File: config.mk
export PLATFORM = sky130hd
export DESIGN_NAME = mbs_sequencer
export DESIGN_NICKNAME = d
export VERILOG_FILES = /design/src/rtl/mbs_pkg.sv /design/src/rtl/mbs_wait_cnt.sv /design/src/rtl/mbs_sequencer.sv
export SDC_FILE = /design/constraint.sdc
export NUM_CORES = 1
export LEC_CHECK = 0
export BUFFER_PORTS_ARGS = -buffer_cell sky130_fd_sc_hd__buf_4
export CAP_MARGIN = 20
export CORE_MARGIN = 10
export CORE_UTILIZATION = 35
export DETAILED_ROUTE_END_ITERATION = 10
export GPL_TIMING_DRIVEN = 0
export PLACE_DENSITY = 0.49
export SLEW_MARGIN = 20
export SYNTH_ARGS = -nofsm -noshare
export SYNTH_HDL_FRONTEND = slang
export SYNTH_SLANG_ARGS = --single-unit
File: constraint.sdc
create_clock -name clk -period 3.1 [get_ports clk]
set_input_delay 0.155 -clock clk [delete_from_list [all_inputs] [get_ports clk]]
set_output_delay 0.155 -clock clk [all_outputs]
set_load 0.02 [all_outputs]
File: src/rtl/mbs_pkg.sv
package mbs_pkg;

  typedef enum logic [3:0] {
    S_PWR, S_RLOW, S_CKSU, S_RHI, S_IDLE, S_READY,
    S_SCAN, S_XWAIT, S_CPRE, S_CEMRS, S_CMRS
  } seq_st_t;

  typedef enum logic [1:0] {
    OP_NOP  = 2'd0,
    OP_PRE  = 2'd1,
    OP_EMRS = 2'd2,
    OP_MRS  = 2'd3
  } mem_op_t;

  typedef enum logic [2:0] {
    STAT_IDLE   = 3'd0,
    STAT_RESET  = 3'd1,
    STAT_SCAN   = 3'd2,
    STAT_REINIT = 3'd3,
    STAT_READY  = 3'd4
  } seq_stat_t;

endpackage

File: src/rtl/mbs_wait_cnt.sv
module mbs_wait_cnt #(
  parameter int W = 8
) (
  input  logic         clk,
  input  logic         rst,
  input  logic         clr,
  input  logic         en,
  output logic [W-1:0] cnt_o
);
  // saturating up-counter, cleared whenever its owner changes state
  always_ff @(posedge clk) begin
    if (rst || clr)
      cnt_o <= '0;
    else if (en && (cnt_o != {W{1'b1}}))
      cnt_o <= cnt_o + 1'b1;
  end
endmodule

File: src/rtl/mbs_sequencer.sv
module mbs_sequencer #(
  parameter int US_WAIT   = 200,
  parameter int CLK_WAIT  = 700,
  parameter int TSN_WAIT  = 20,
  parameter int CMD_GAP   = 4,
  parameter int CKE_SETUP = 3
) (
  input  logic       clk,
  input  logic       rst,
  input  logic       supply_ok,
  input  logic       standalone,
  input  logic       scan_req,
  input  logic       scan_done,
  input  logic       us_tick,
  output logic       res_o,
  output logic       cke_o,
  output logic       sen_o,
  output logic       cmd_vld_o,
  output logic [1:0] cmd_op_o,
  output logic [2:0] status_o
);
  import mbs_pkg::*;

  localparam int MAX_A  = (CLK_WAIT > TSN_WAIT) ? CLK_WAIT : TSN_WAIT;
  localparam int MAX_B  = (CMD_GAP > CKE_SETUP) ? CMD_GAP : CKE_SETUP;
  localparam int MAX_C  = (MAX_A > MAX_B) ? MAX_A : MAX_B;
  localparam int CNT_W  = $clog2(MAX_C + 1);
  localparam int TICK_W = $clog2(US_WAIT + 1);

  seq_st_t           state_q, state_d;
  logic              entering;
  logic [CNT_W-1:0]  cyc_cnt;
  logic [CNT_W-1:0]  cyc_lim;
  logic              cyc_done;
  logic [TICK_W-1:0] tick_cnt;
  logic              reinit_q;

  assign entering = (state_d != state_q);

  mbs_wait_cnt #(.W(CNT_W)) i_cyc_cnt (
    .clk   (clk),
    .rst   (rst),
    .clr   (entering),
    .en    (1'b1),
    .cnt_o (cyc_cnt)
  );

  mbs_wait_cnt #(.W(TICK_W)) i_tick_cnt (
    .clk   (clk),
    .rst   (rst),
    .clr   (entering),
    .en    (us_tick && (state_q == S_RLOW)),
    .cnt_o (tick_cnt)
  );

  always_comb begin
    case (state_q)
      S_CKSU:                   cyc_lim = CNT_W'(CKE_SETUP - 1);
      S_RHI:                    cyc_lim = CNT_W'(CLK_WAIT - 1);
      S_XWAIT:                  cyc_lim = CNT_W'(TSN_WAIT - 1);
      S_CPRE, S_CEMRS, S_CMRS:  cyc_lim = CNT_W'(CMD_GAP - 1);
      default:                  cyc_lim = '0;
    endcase
  end
  assign cyc_done = (cyc_cnt == cyc_lim);

  always_comb begin
    state_d = state_q;
    case (state_q)
      S_PWR:   if (supply_ok) state_d = standalone ? S_IDLE : S_RLOW;
      S_RLOW:  if (tick_cnt >= TICK_W'(US_WAIT)) state_d = S_CKSU;
      S_CKSU:  if (cyc_done) state_d = S_RHI;
      S_RHI:   if (cyc_done) state_d = reinit_q ? S_CPRE : S_READY;
      S_IDLE,
      S_READY: if (scan_req) state_d = S_SCAN;
      S_SCAN:  if (scan_done) state_d = S_XWAIT;
      S_XWAIT: if (cyc_done) state_d = S_CKSU;
      S_CPRE:  if (cyc_done) state_d = S_CEMRS;
      S_CEMRS: if (cyc_done) state_d = S_CMRS;
      S_CMRS:  if (cyc_done) state_d = S_READY;
      default: state_d = S_PWR;
    endcase
  end

  function automatic logic res_high(input seq_st_t s);
    return (s == S_RHI) || (s == S_CPRE) || (s == S_CEMRS) ||
           (s == S_CMRS) || (s == S_READY);
  endfunction

  function automatic logic is_cmd(input seq_st_t s);
    return (s == S_CPRE) || (s == S_CEMRS) || (s == S_CMRS);
  endfunction

  function automatic mem_op_t op_of(input seq_st_t s);
    case (s)
      S_CPRE:  return OP_PRE;
      S_CEMRS: return OP_EMRS;
      S_CMRS:  return OP_MRS;
      default: return OP_NOP;
    endcase
  endfunction

  function automatic seq_stat_t stat_of(input seq_st_t s, input logic rein);
    case (s)
      S_RLOW:                          return STAT_RESET;
      S_CKSU, S_RHI:                   return rein ? STAT_REINIT : STAT_RESET;
      S_SCAN:                          return STAT_SCAN;
      S_XWAIT, S_CPRE, S_CEMRS, S_CMRS: return STAT_REINIT;
      S_READY:                         return STAT_READY;
      default:                         return STAT_IDLE;
    endcase
  endfunction

  // all device-facing levels come straight from flops, updated with the state
  always_ff @(posedge clk) begin
    if (rst) begin
      state_q   <= S_PWR;
      reinit_q  <= 1'b0;
      res_o     <= 1'b0;
      cke_o     <= 1'b0;
      sen_o     <= 1'b0;
      cmd_vld_o <= 1'b0;
      cmd_op_o  <= OP_NOP;
      status_o  <= STAT_IDLE;
    end else begin
      state_q <= state_d;
      if (state_q == S_SCAN && state_d == S_XWAIT)
        reinit_q <= 1'b1;
      else if (state_d == S_READY)
        reinit_q <= 1'b0;
      res_o     <= res_high(state_d);
      cke_o     <= res_high(state_d) || (state_d == S_CKSU);
      sen_o     <= (state_d == S_SCAN);
      cmd_vld_o <= is_cmd(state_d) && entering;
      cmd_op_o  <= (is_cmd(state_d) && entering) ? op_of(state_d) : OP_NOP;
      status_o  <= stat_of(state_d, reinit_q || (state_q == S_SCAN));
    end
  end

endmodule

Word-level counts from Yosys, hierarchy flattened --
Cells that the tools add are included.
Word-level totals: output and inout port bits 9, logic and storage cells 76, register bits 32, input port bits 7
Cells by class: bitwise logic cells 1, equal/unequal tests 23, reduce and logical (&&, ||, !) cells 20, order comparisons 1, add/subtract/negate cells 2, mux-type cells 19
Operators by type and width (count):
- two-way mux 4 bit | 11
- one-hot mux 10 bit (4 select lines) | 1
- one-hot mux 4 bit (10 select lines) | 1
- equality test 4 x 3 -> 1 bit (second input constant) | 7
- equality test 4 bit (second input constant) | 6
- equality test 4 x 2 -> 1 bit (second input constant) | 4
- one-hot mux 3 bit (5 select lines) | 1
- adder 10 x 1 -> 10 bit (second input constant) | 1
- equality test 10 bit | 1
- != test 10 bit (second input constant) | 1
- logical OR 1 bit | 9
- adder 8 x 1 -> 8 bit (second input constant) | 1
- equality test 4 x 1 -> 1 bit (second input constant) | 2
- >= comparator 8 bit (second input constant) | 1
- != test 8 bit (second input constant) | 1
- one-hot mux 2 bit (3 select lines) | 1
- OR reduction 2 bit | 3
- logical AND 1 bit | 4
- zero test 4 bit | 1
- != test 4 bit | 1
- OR reduction 4 bit | 1
- two-way mux 3 bit | 1
- OR reduction 3 bit | 1
- two-way mux 1 bit | 2
- other kinds (3) | 3

Longest topological paths before layout --
Gate-level depths: netlist of run 1.
word-level depth 12, gate-level depth with buffers 9

Modules after synthesis --
Synthesis of run 1 repeated with hierarchy kept, for this count alone.
Unflattened totals: cell total of the unflattened synthesis 258, area, all modules 2094.5 µm²
Modules (own cells, without submodules):
- mbs_sequencer | instances 1, cells each 153, area each 1176.1 µm²
- mbs_wait_cnt at i_cyc_cnt | instances 1, cells each 57, area each 496.7 µm²
- mbs_wait_cnt at i_tick_cnt | instances 1, cells each 48, area each 421.7 µm²

Least setup slack after synthesis of run 1 --
OpenSTA, ideal clock, no wires.
path type register -> register, start reg i_cyc_cnt.cnt_o[5], end reg i_cyc_cnt.cnt_o[1], slack 560 ps, arrival time 2436 ps, path buffers 2, clock period less this slack 2540 ps, data required time 2997 ps, stages on the path, launching flop included 10, library setup time 103 ps, cell sequence dfxtp_1 -> buf_6 -> or4_1 -> a31oi_1 -> o211ai_2 -> o31a_1 -> a311oi_2 -> o21ai_2 -> buf_6 -> a2111oi_2
Between the ends: word-level cells in the longest chain between the ends 5, elaborated cells on any way between the ends 11, classes of those cells eq/ne (3); mux (7); reduce/logical (1)
RTL lines:
- start: declaration | line mbs_wait_cnt.sv:8 | output logic [W-1:0] cnt_o
- start signal: assignment | line mbs_wait_cnt.sv:15 | cnt_o <= cnt_o + 1'b1;
- equality test 10 bit | line mbs_sequencer.sv:65 | assign cyc_done = (cyc_cnt == cyc_lim);
- two-way mux 4 bit (tied with other cells) | line mbs_sequencer.sv:80 | S_CMRS: if (cyc_done) state_d = S_READY;
- one-hot mux 4 bit (10 select lines) | line mbs_sequencer.sv:69 | case (state_q)
- != test 4 bit | line mbs_sequencer.sv:38 | assign entering = (state_d != state_q);
- logical OR 1 bit | line mbs_wait_cnt.sv:12 | if (rst || clr)
Several ways; a longest one is shown, not always the timed one. A chain may end at the register's enable or synchronous reset.

Worst setup path in the final report of run 1 --
Same ends and word-level chain as after synthesis.

==> metrics.txt, run 1 <==
die width=97.04 µm; I/O pin count=16; Final setup viols=0; # DRC=0; initial antenna violation count=0; Post-Syn Instances=243; worst-skew pair later-pin latency=280 ps; Main synth FF type=dfxtp_1; Synth async-reset ratio=0%; clock sinks=32; Slew Viols, Final=0; WP data required=3270 ps; met2 Use GR=18.46%; setup tns final=0 ps; DRT Wirelength=5396 µm; Post-CTS Resized=0; Cell Rows=27; VDD IR max=0.2008 mV; status=completed; commonest non-fill, non-tap cell in the layout=dfxtp_1; nets=274; CP cell instances=buf_6 -> or4_1 -> a31oi_1 -> o211ai_2 -> o31a_1 -> a311oi_2 -> o21ai_2 -> buf_6 -> a2111oi_2; dpl ws=49.87 ps; area occupied by multi-input gates=1331 µm²; Static Leak=0.0008429 µW; relative slew slack=53.29%; clk slew on worst S/H paths=70 ps; Placed Area=2272 µm²; 1st-iter DRT viols=119; hold-fix buffers at CTS=0; Fin Clk Skew=7.979 ps; post-synthesis register bit count=32; final instance area=2387 µm²; sequential share of the synthesized area=30.84%; Critical Path Source Type=flop; deepest clock path buffer count=2; post-synth cell types=61; r2r startpoint=i_cyc_cnt.cnt_o[5]$_SDFFE_PP0P_; GR peak layer=met2; Initial Utilization=36.82%; Worst EP arrival=3070 ps; Die Span Y=97.04 µm; port buffer count=14; synth warn=0; RSZ-0062 raised after global routing=false; CP max stage delay=530 ps; largest net degree at the start of global routing=12; Worst setup EP type=flop; critical path's slowest cell=or4_1; layout cell share with drive strength beyond 1=19.62%; CTS tree=built; Worst Setup SP=i_cyc_cnt.cnt_o[5]$_SDFFE_PP0P_; Layout area overhead=14.94%; CORE AREA=5642 µm²; Tightest Pin Transition=689.7 ps; vias in the first global route=1919; Post-DRT Antenna Nets=0; post-CTS setup buffers=0; CTS Buf Count=5; met3 global-route usage=2.626%; Critical Path Fanout Max=10; cell area after synthesis=2077 µm²; achievable frequency=345.2 MHz; fin crit share=93.46%; most frequent cells in the layout=dfxtp_1 (32), nor2_1 (22), nand2_1 (15); Setup Crit Path Kind=flop to flop; syn_area_per_cell=8.547 µm²; max-cap viol count=0; GR Util All Layers=11.42%; first-pass GRT wire length=9397 µm; crit path buf inv count=2; Top delay family on crit path=compound AO/OA/AOI/OAI gates; Min-Delay Startpoint=rst; WL per Instance=16.01 µm; number of enable flip-flop cells after synthesis=0; DR vias=2003; H-Tree Depth=2; setup ws final=202.8 ps; Final Critical Period=2897 ps; Pre-Repair DR Iteration Count=4; gpl congestion=0.8997; drt via density=5.944; Fillers=582; Hold Crit Class=input pin to flop; final hold viol count=0; GRT met1 Usage=14.45%; Antenna diodes=0; most used cell along the critical path=buf_6; Clock Tree Root=clkbuf_8; syn nets=253; GR Overflow Total=0; register area=640.6 µm²; HPWL after DPL=3920 µm; Die ar.=9416 µm²; PD cells=517.3 nW/µm²
-- cell usage after synthesis, types with 2 or more instances --
| master | n | share of area, % |
|---|---|---|
| a2111oi_0 | 8 | 3.4 |
| a2111oi_2 | 5 | 3.6 |
| a211o_1 | 5 | 2.1 |
| a211oi_1 | 2 | 0.72 |
| a21oi_1 | 10 | 2.4 |
| a221oi_1 | 3 | 1.3 |
| a31o_2 | 2 | 0.84 |
| a31oi_1 | 7 | 2.1 |
| and3_1 | 6 | 1.8 |
| and4_1 | 3 | 1.3 |
| buf_1 | 4 | 0.72 |
| buf_2 | 5 | 1.2 |
| buf_6 | 2 | 1.1 |
| clkbuf_1 | 7 | 1.3 |
| dfxtp_1 | 32 | 31 |
| ha_1 | 3 | 1.8 |
| inv_1 | 8 | 1.4 |
| mux2i_1 | 3 | 1.4 |
| nand2_1 | 15 | 2.7 |
| nand2b_1 | 5 | 1.5 |
| nand3_1 | 7 | 1.7 |
| nand3b_1 | 2 | 0.72 |
| nand4_1 | 5 | 1.5 |
| nor2_1 | 22 | 4.0 |
| nor2b_1 | 3 | 0.90 |
| nor3_1 | 3 | 0.72 |
| nor4_1 | 6 | 1.8 |
| nor4bb_1 | 2 | 0.96 |
| o21ai_0 | 11 | 2.7 |
| or2_2 | 2 | 0.60 |
| or3_1 | 2 | 0.60 |
| xnor2_1 | 9 | 3.8 |
| xor2_1 | 6 | 2.5 |
-- routing by layer --
| metal | vias up | wire length, µm |
|---|---|---|
| met5 | - | 0 |
| met2 | 37 | 2606 |
| met3 | 6 | 183 |
| met4 | 0 | 59 |
| met1 | 987 | 2546 |
| li1 | 973 | - |
-- state kept, by name, indices dropped and copies added (netlist names) --
name,flops
status_o,3
i_cyc_cnt.cnt_o,10
i_tick_cnt.cnt_o,8
cmd_op_o,2
cmd_vld_o,1
state_q,4
res_o,1
cke_o,1
reinit_q,1
sen_o,1
-- power by group --
group          total, µW  internal, µW  switching, µW
logic                442           148            295
registers            454           435           19.4
clock network        339           180            159
total               1230           762            473
-- cell families (layout without fill, tap and decap cells) --
kind of cell | Yosys count | count (layout) | share of synthesized area (%)
muxes | 3 | 3 | 1.446
and+or+nand+nor | 92 | 92 | 24.34
xor gates and xnor gates | 15 | 15 | 6.325
buffers and inverters | 26 | 48 | 5.723
adders and majority gates | 3 | 3 | 1.807
DFF | 32 | 32 | 30.84
AOI/OAI and AO/OA | 72 | 72 | 29.52
-- worst reg2reg max path: cells and delay by family (launching register included) --
kind	cells	cell delay [ps]
AO/OA/AOI/OAI	6	1630
AND/OR/NAND/NOR	1	530
flip-flops	1	310
buffers and inverters	2	320
-- through the flow --
stage / instances / hold WS [ps] / power, µW / util (%)
6_report: 337 / 309.1 / 1235 / 42.32
4_1_cts: 337 / 310.5 / 1244 / 42.00
3_3_place_gp: 329 / 556.1 / 906.5 / 40.28
2_1_floorplan: 243 / 473.8 / 778.2 / -
3_5_place_dp: 329 / 566.8 / 897.5 / 40.28
5_1_grt: 337 / 360.4 / 1321 / 42.32
-- cell type report --
type	count	share of cell area [%]
plain buffers	18	3.878
clock buffers	6	3.459
clock inverters	2	0.6289
inverters	8	1.258
multi-input cells	185	55.77
flip-flops and latches	32	26.83
well taps	72	3.774
repair buffers	14	4.403
-- path summary, 6_finish.rpt --
kind              cells past startpoint  slack [ps]                                to
setup / recovery                      9         200   i_cyc_cnt.cnt_o[1]$_SDFFE_PP0P_
hold / removal                        2         310             state_q[2]$_SDFF_PP0_
setup reg to reg                      9         200   i_cyc_cnt.cnt_o[1]$_SDFFE_PP0P_
hold reg to reg                       2         580  i_tick_cnt.cnt_o[1]$_SDFFE_PP0P_
Note: power is estimated with default switching activity, not from simulation.
==> run 2: changes to the inputs <==
--- a/config.mk
+++ b/config.mk
@@ -14,2 +14,3 @@
 export PLACE_DENSITY = 0.49
+export SETUP_SLACK_MARGIN = 0.15
 export SLEW_MARGIN = 20
==> constraint.sdc (replaced) <==
create_clock -name clk -period 3.1 [get_ports clk]
set_input_delay 0 -clock clk [delete_from_list [all_inputs] [get_ports clk]]
set_output_delay 0 -clock clk [all_outputs]
set_load 0.02 [all_outputs]
==> run 2 against run 1 <==
  * First-iteration DRC count fell by 4.2%
  * Sequential share of layout area is 0.73 points lower
  * Highest routed layer unchanged
  * Clock power hardly changed
  * Combinational power increased by 12%
  * Core utilization up 1.2 points
  * Critical path type unchanged
==> metrics.txt, run 2 (same netlist as run 1, synthesis figures left out) <==
status=completed; RSZ-0062 raised after global routing=true; clock sinks=32 (unchanged); I/O pin count=16 (unchanged); CP cell instances=buf_6 -> or4_1 -> a31oi_1 -> o211ai_2 -> o31a_1 -> a311oi_2 -> o21ai_4 -> buf_6 -> a2111oi_2; Worst EP arrival=3030 ps (-40 ps); Hold Crit Class=input pin to flop; Fillers=576 (-1.0%); CORE AREA=5642 µm² (unchanged); Post-Route Utilization=43.49% (+1.2 points); Critical Path End=i_cyc_cnt.cnt_o[1]$_SDFFE_PP0P_; drt via density=5.956 (+0.21%); Static Leak=0.0008605 µW (+2.1%); fin crit share=92.20% (-1.3 points); GR Overflow Total=0 (unchanged); PD cells=525.1 nW/µm² (+1.5%); Hold WS=159.7 ps (-149.4 ps); register area=640.6 µm² (unchanged); die width=97.04 µm (unchanged); Antenna diodes=0 (unchanged); gpl congestion=0.8997 (unchanged); R2R depth=9 (unchanged); commonest non-fill, non-tap cell in the layout=dfxtp_1; Pre-Repair DR Iteration Count=5 (+1); H-Tree Depth=2 (unchanged); worst-skew pair later-pin latency=280 ps (about the same); deepest clock path buffer count=2 (unchanged); # DRC=0 (unchanged); setup tns final=0 ps (unchanged); most used cell along the critical path=buf_6; Top Registers=i_cyc_cnt.cnt_o: 10 flops, i_tick_cnt.cnt_o: 8 flops, state_q: 4 flops; final instance area=2454 µm² (+2.8%); Setup Crit Path Kind=flop to flop; CTS tree=built; most frequent cells in the layout=dfxtp_1 (32), nor2_1 (21), buf_4 (18); nets=278 (+1.5%); Critical Path Source Type=flop; port buffer count=14 (unchanged); clk slew on worst S/H paths=70 ps (about the same); Critical Path Fanout Max=10 (unchanged); DR vias=2031 (+1.4%); crit path buf inv count=2 (unchanged); critical path's slowest cell=or4_1; Clock Tree Root=clkbuf_8; max reg flops=10 (unchanged); Initial Utilization=36.82% (unchanged); 1st-iter DRT viols=114 (-4.2%); vias in the first global route=1929 (+0.52%); GR Util All Layers=11.46% (+0.044 points); Layout area overhead=18.13%; Die Span Y=97.04 µm (unchanged); max-cap viol count=0 (unchanged); reg2reg end=i_cyc_cnt.cnt_o[1]$_SDFFE_PP0P_; Stages on worst setup path=9 (unchanged); Placed Area=2272 µm² (unchanged); achievable frequency=349.9 MHz (+1.4%); Top delay family on crit path=compound AO/OA/AOI/OAI gates; Die ar.=9416 µm² (unchanged); Worst Setup SP=i_cyc_cnt.cnt_o[5]$_SDFFE_PP0P_; r2r startpoint=i_cyc_cnt.cnt_o[5]$_SDFFE_PP0P_; VDD IR max=0.2062 mV (+2.7%); first-pass GRT wire length=9446 µm (+0.52%); Cell Rows=27 (unchanged); Final Critical Period=2858 ps (-38.95 ps); layout cell share with drive strength beyond 1=22.30% (+2.7 points); area occupied by multi-input gates=1368 µm² (+2.7%); Final setup viols=0 (unchanged); Biggest register=i_cyc_cnt.cnt_o; HPWL after DPL=3920 µm (unchanged); Slew Viols, Final=0 (unchanged); Post-DRT Antenna Nets=0 (unchanged); CP max stage delay=520 ps (about the same); Worst setup EP type=flop; DRT Wirelength=5532 µm (+2.5%); CTS Buf Count=5 (unchanged); largest net degree at the start of global routing=12 (unchanged); slack of the worst reg-to-reg path=240 ps (+40 ps); WL per Instance=16.22 µm (+1.3%); Tightest Pin Transition=627.5 ps (-62.23 ps); initial antenna violation count=0 (unchanged); WP data required=3270 ps (about the same); final hold viol count=0 (unchanged); Fin Clk Skew=8.197 ps (+0.2183 ps); relative slew slack=57.78% (+4.5 points)
run 2: cell type report:
type / count / area share, %
buffer: 18 / 3.774
tap: 72 / 3.672
inverter: 8 / 1.224
sequential: 32 / 26.11
clock inverter: 2 / 0.6119
timing repair buffer: 18 / 5.507
clock buffer: 6 / 3.366
multi-input combinational: 185 / 55.74
run 2: through the flow:
stage	setup WS, ps	std cells	total power (µW)
after floorplan	560.2	243	778.2
after global placement	7.618	329	906.5
after detailed placement	49.87	329	897.5
after CTS	209.0	337	1247
after global routing	29.10	341	1370
final	241.7	341	1288
run 2: how the worst min path moves through the flow:
stage	startpoint	to	slack, ps	cells past startpoint
3_5_place_dp	status_o[1]$_SDFF_PP0_	status_o[1]	410	1
3_3_place_gp	cke_o$_SDFF_PP0_	cke_o	410	1
5_1_grt	rst	state_q[2]$_SDFF_PP0_	210	2
4_1_cts	rst	state_q[2]$_SDFF_PP0_	160	2
2_1_floorplan	rst	state_q[2]$_SDFF_PP0_	320	2
6_report	rst	state_q[2]$_SDFF_PP0_	160	2
run 2: where the power goes:
group	internal [µW]	switching (µW)	leakage (µW)
sequential	435	19.8	0.000259
combinational	179	316	0.000558
clock	180	160	0.0000434
run 2: worst reg2reg max path, cell delays in order (launching register included):
cell       delay (ps)
dfxtp_1           310
buf_6             130
or4_1             520
a31oi_1           190
o211ai_2          220
o31a_1            390
a311oi_2          320
o21ai_4           150
buf_6             180
a2111oi_2         350
run 2: metal layers:
metal / part of all wire (%) / global-route usage, %
met2: 48 / 18.61
met1: 45 / 14.45
met3: 5.1 / 2.626
met4: 1.2 / 3.833
met5: 0 / 0
run 2: timing repair:
action                                  CTS  global route
hold buffers                              0             0
buffers inserted                          0             4
pin swaps                                 0             4
hold endpoints to repair                  0             0
endpoints found under the setup margin   11            27
resized for setup                         3            12
==> run 3: changes to the inputs <==
Settings changed: RECOVER_POWER set to 25.
==> run 3 against run 2 <==
  * Setup slack improved by 26 ps
  * Non-clock buffer count unchanged
  * Worst hold slack got worse by 2.2 ps
  * Clock skew about the same
  * Power decreased by 1.2%
  * Critical path depth unchanged
  * Via count decreased by 0.89%
  * Combinational power decreased by 3%
  * Global-route usage unchanged
  * Clock-buffer cell count unchanged
  * Final cell count unchanged
  * Register-to-register slack improved by 30 ps
  * Largest cell class unchanged
  * Highest routed layer unchanged
==> metrics.txt, run 3 (same netlist as run 1, synthesis figures left out) <==
die width=97.04 µm (unchanged); internal power=783.0 µW (-1.3%); first-pass GRT wire length=9446 µm (unchanged); Switch Pwr=489.6 µW (-1.2%); Die ar.=9416 µm² (unchanged); Static Leak=0.0008220 µW (-4.5%); power share of the clock group=26.6% (+0.3 points); worst-skew pair later-pin latency=280 ps (about the same); hold-fix buffers at CTS=0 (unchanged); Fin Clk Skew=8.208 ps (+0.01104 ps); H-Tree Depth=2 (unchanged); final hold viol count=0 (unchanged); status=completed; Top Registers=i_cyc_cnt.cnt_o: 10 flops, i_tick_cnt.cnt_o: 8 flops, state_q: 4 flops; VDD IR max=0.2063 mV (about the same); Antenna diodes=0 (unchanged); HPWL after DPL=3920 µm (unchanged); crit path buf inv count=2 (unchanged); CP cell instances=buf_6 -> or4_1 -> a31oi_1 -> o211ai_2 -> o31a_1 -> a311oi_2 -> o21ai_4 -> buf_6 -> a2111oi_2; most frequent cells in the layout=dfxtp_1 (32), nor2_1 (21), nand2_1 (15); Initial Utilization=36.82% (unchanged); DRT Wirelength=5510 µm (-0.40%); setup tns final=0 ps (unchanged); Tightest Pin Transition=635.0 ps (+7.527 ps); GR Util All Layers=11.46% (unchanged); # DRC=0 (unchanged); RSZ-0062 raised after global routing=true; commonest non-fill, non-tap cell in the layout=dfxtp_1; 1st-iter DRT viols=91 (-20%); CP max stage delay=520 ps (about the same); deepest clock path buffer count=2 (unchanged); GRT met1 Usage=14.45% (unchanged); Pre-Repair DR Iteration Count=4 (-1); critical path's slowest cell=or4_1; Flop pwr share=35.7% (+0.4 points); Cell Rows=27 (unchanged); clk slew on worst S/H paths=70 ps (about the same); clock sinks=32 (unchanged); dpl ws=49.87 ps (unchanged); GR peak layer=met2; Critical Path Source Type=flop; nets=278 (unchanged); setup ws final=267.7 ps (+25.92 ps); drt via density=5.903 (-0.89%); Biggest register=i_cyc_cnt.cnt_o; Layout area overhead=16.20%; Worst EP arrival=3010 ps (-20 ps); met2 Use GR=18.61% (unchanged); Setup Crit Path Kind=flop to flop; WL per Instance=16.16 µm (-0.40%); part of the power in combinational logic=37.7% (-0.7 points); vias in the first global route=1929 (unchanged); Slew Viols, Final=0 (unchanged); gpl congestion=0.8997 (unchanged); Post-DRT Antenna Nets=0 (unchanged); max reg flops=10 (unchanged); Critical Path Fanout Max=10 (unchanged); achievable frequency=353.1 MHz (+0.92%); relative slew slack=57.28% (-0.51 points); Final Critical Period=2832 ps (-25.92 ps); PD cells=527.3 nW/µm² (+0.41%); max-cap viol count=0 (unchanged); Top delay family on crit path=compound AO/OA/AOI/OAI gates; met3 global-route usage=2.626% (unchanged); GR Overflow Total=0 (unchanged); I/O pin count=16 (unchanged); port buffer count=14 (unchanged); most used cell along the critical path=buf_6; layout cell share with drive strength beyond 1=18.59% (-3.7 points); WP data required=3280 ps (about the same); Worst setup EP type=flop; Clock Tree Root=clkbuf_8; Die Span Y=97.04 µm (unchanged); CORE AREA=5642 µm² (unchanged); slack of the worst reg-to-reg path=270 ps (+30 ps); largest net degree at the start of global routing=12 (unchanged); CTS Buf Count=5 (unchanged); Hold Crit Class=input pin to flop; DR vias=2013 (-0.89%); CTS tree=built; Final setup viols=0 (unchanged); fin crit share=91.37% (-0.84 points); initial antenna violation count=0 (unchanged); switching share of total power=38.47% (about the same)
==> run 3: area by class of cell <==
type | instances | area (µm²)
Buffer | 18 | 92.59
Multi-Input combinational cell | 185 | 1361
Clock inverter | 2 | 15.01
Inverter | 8 | 30.03
Timing Repair Buffer | 18 | 101.3
Clock buffer | 6 | 82.58
Sequential cell | 32 | 640.6
Fill cell | 582 | 3228
Tap cell | 72 | 90.09
==> run 3: worst paths after layout <==
check	end	from	cells after the start
setup reg to reg	i_cyc_cnt.cnt_o[1]$_SDFFE_PP0P_	i_cyc_cnt.cnt_o[5]$_SDFFE_PP0P_	9
hold / removal	state_q[2]$_SDFF_PP0_	rst	2
setup / recovery	i_cyc_cnt.cnt_o[1]$_SDFFE_PP0P_	i_cyc_cnt.cnt_o[5]$_SDFFE_PP0P_	9
hold reg to reg	i_tick_cnt.cnt_o[1]$_SDFFE_PP0P_	i_tick_cnt.cnt_o[1]$_SDFFE_PP0P_	2
==> run 3: stage by stage <==
stage               utilization, %  std cells  area [µm²]  total power [µW]  hold WS (ps)
floorplan                        -        243        2077             778.2         318.8
global placement             40.28        329        2272             906.5         413.7
detailed placement           40.28        329        2272             897.5         413.3
CTS                          42.16        337        2379              1247         155.5
global route                 42.78        341        2414              1357         205.3
finish                       42.78        341        2414              1273         157.5
==> run 3: power groups by stage <==
stage          Sequential (µW)  Clock [µW]  Combinational [µW]
5_1_grt                    458         370                 530
3_5_place_dp               463           0                 434
3_3_place_gp               463           0                 443
2_1_floorplan              471           0                 307
4_1_cts                    455         353                 440
6_report                   455         339                 479
==> run 3: layer usage <==
layer / part of all wire (%) / vias to the layer above
met5: 0 / -
met4: 1.4 / 0
met3: 4.0 / 9
met2: 48 / 42
met1: 47 / 985
li1: - / 977
==> run 3: repair_timing <==
item                                   in CTS  in global routing
cloned                                      0                  0
buffers inserted                            0                  4
pin swaps                                   0                  4
gates resized for setup                     3                 12
setup endpoints to repair                  11                 27
endpoints found under the hold margin       0                  0
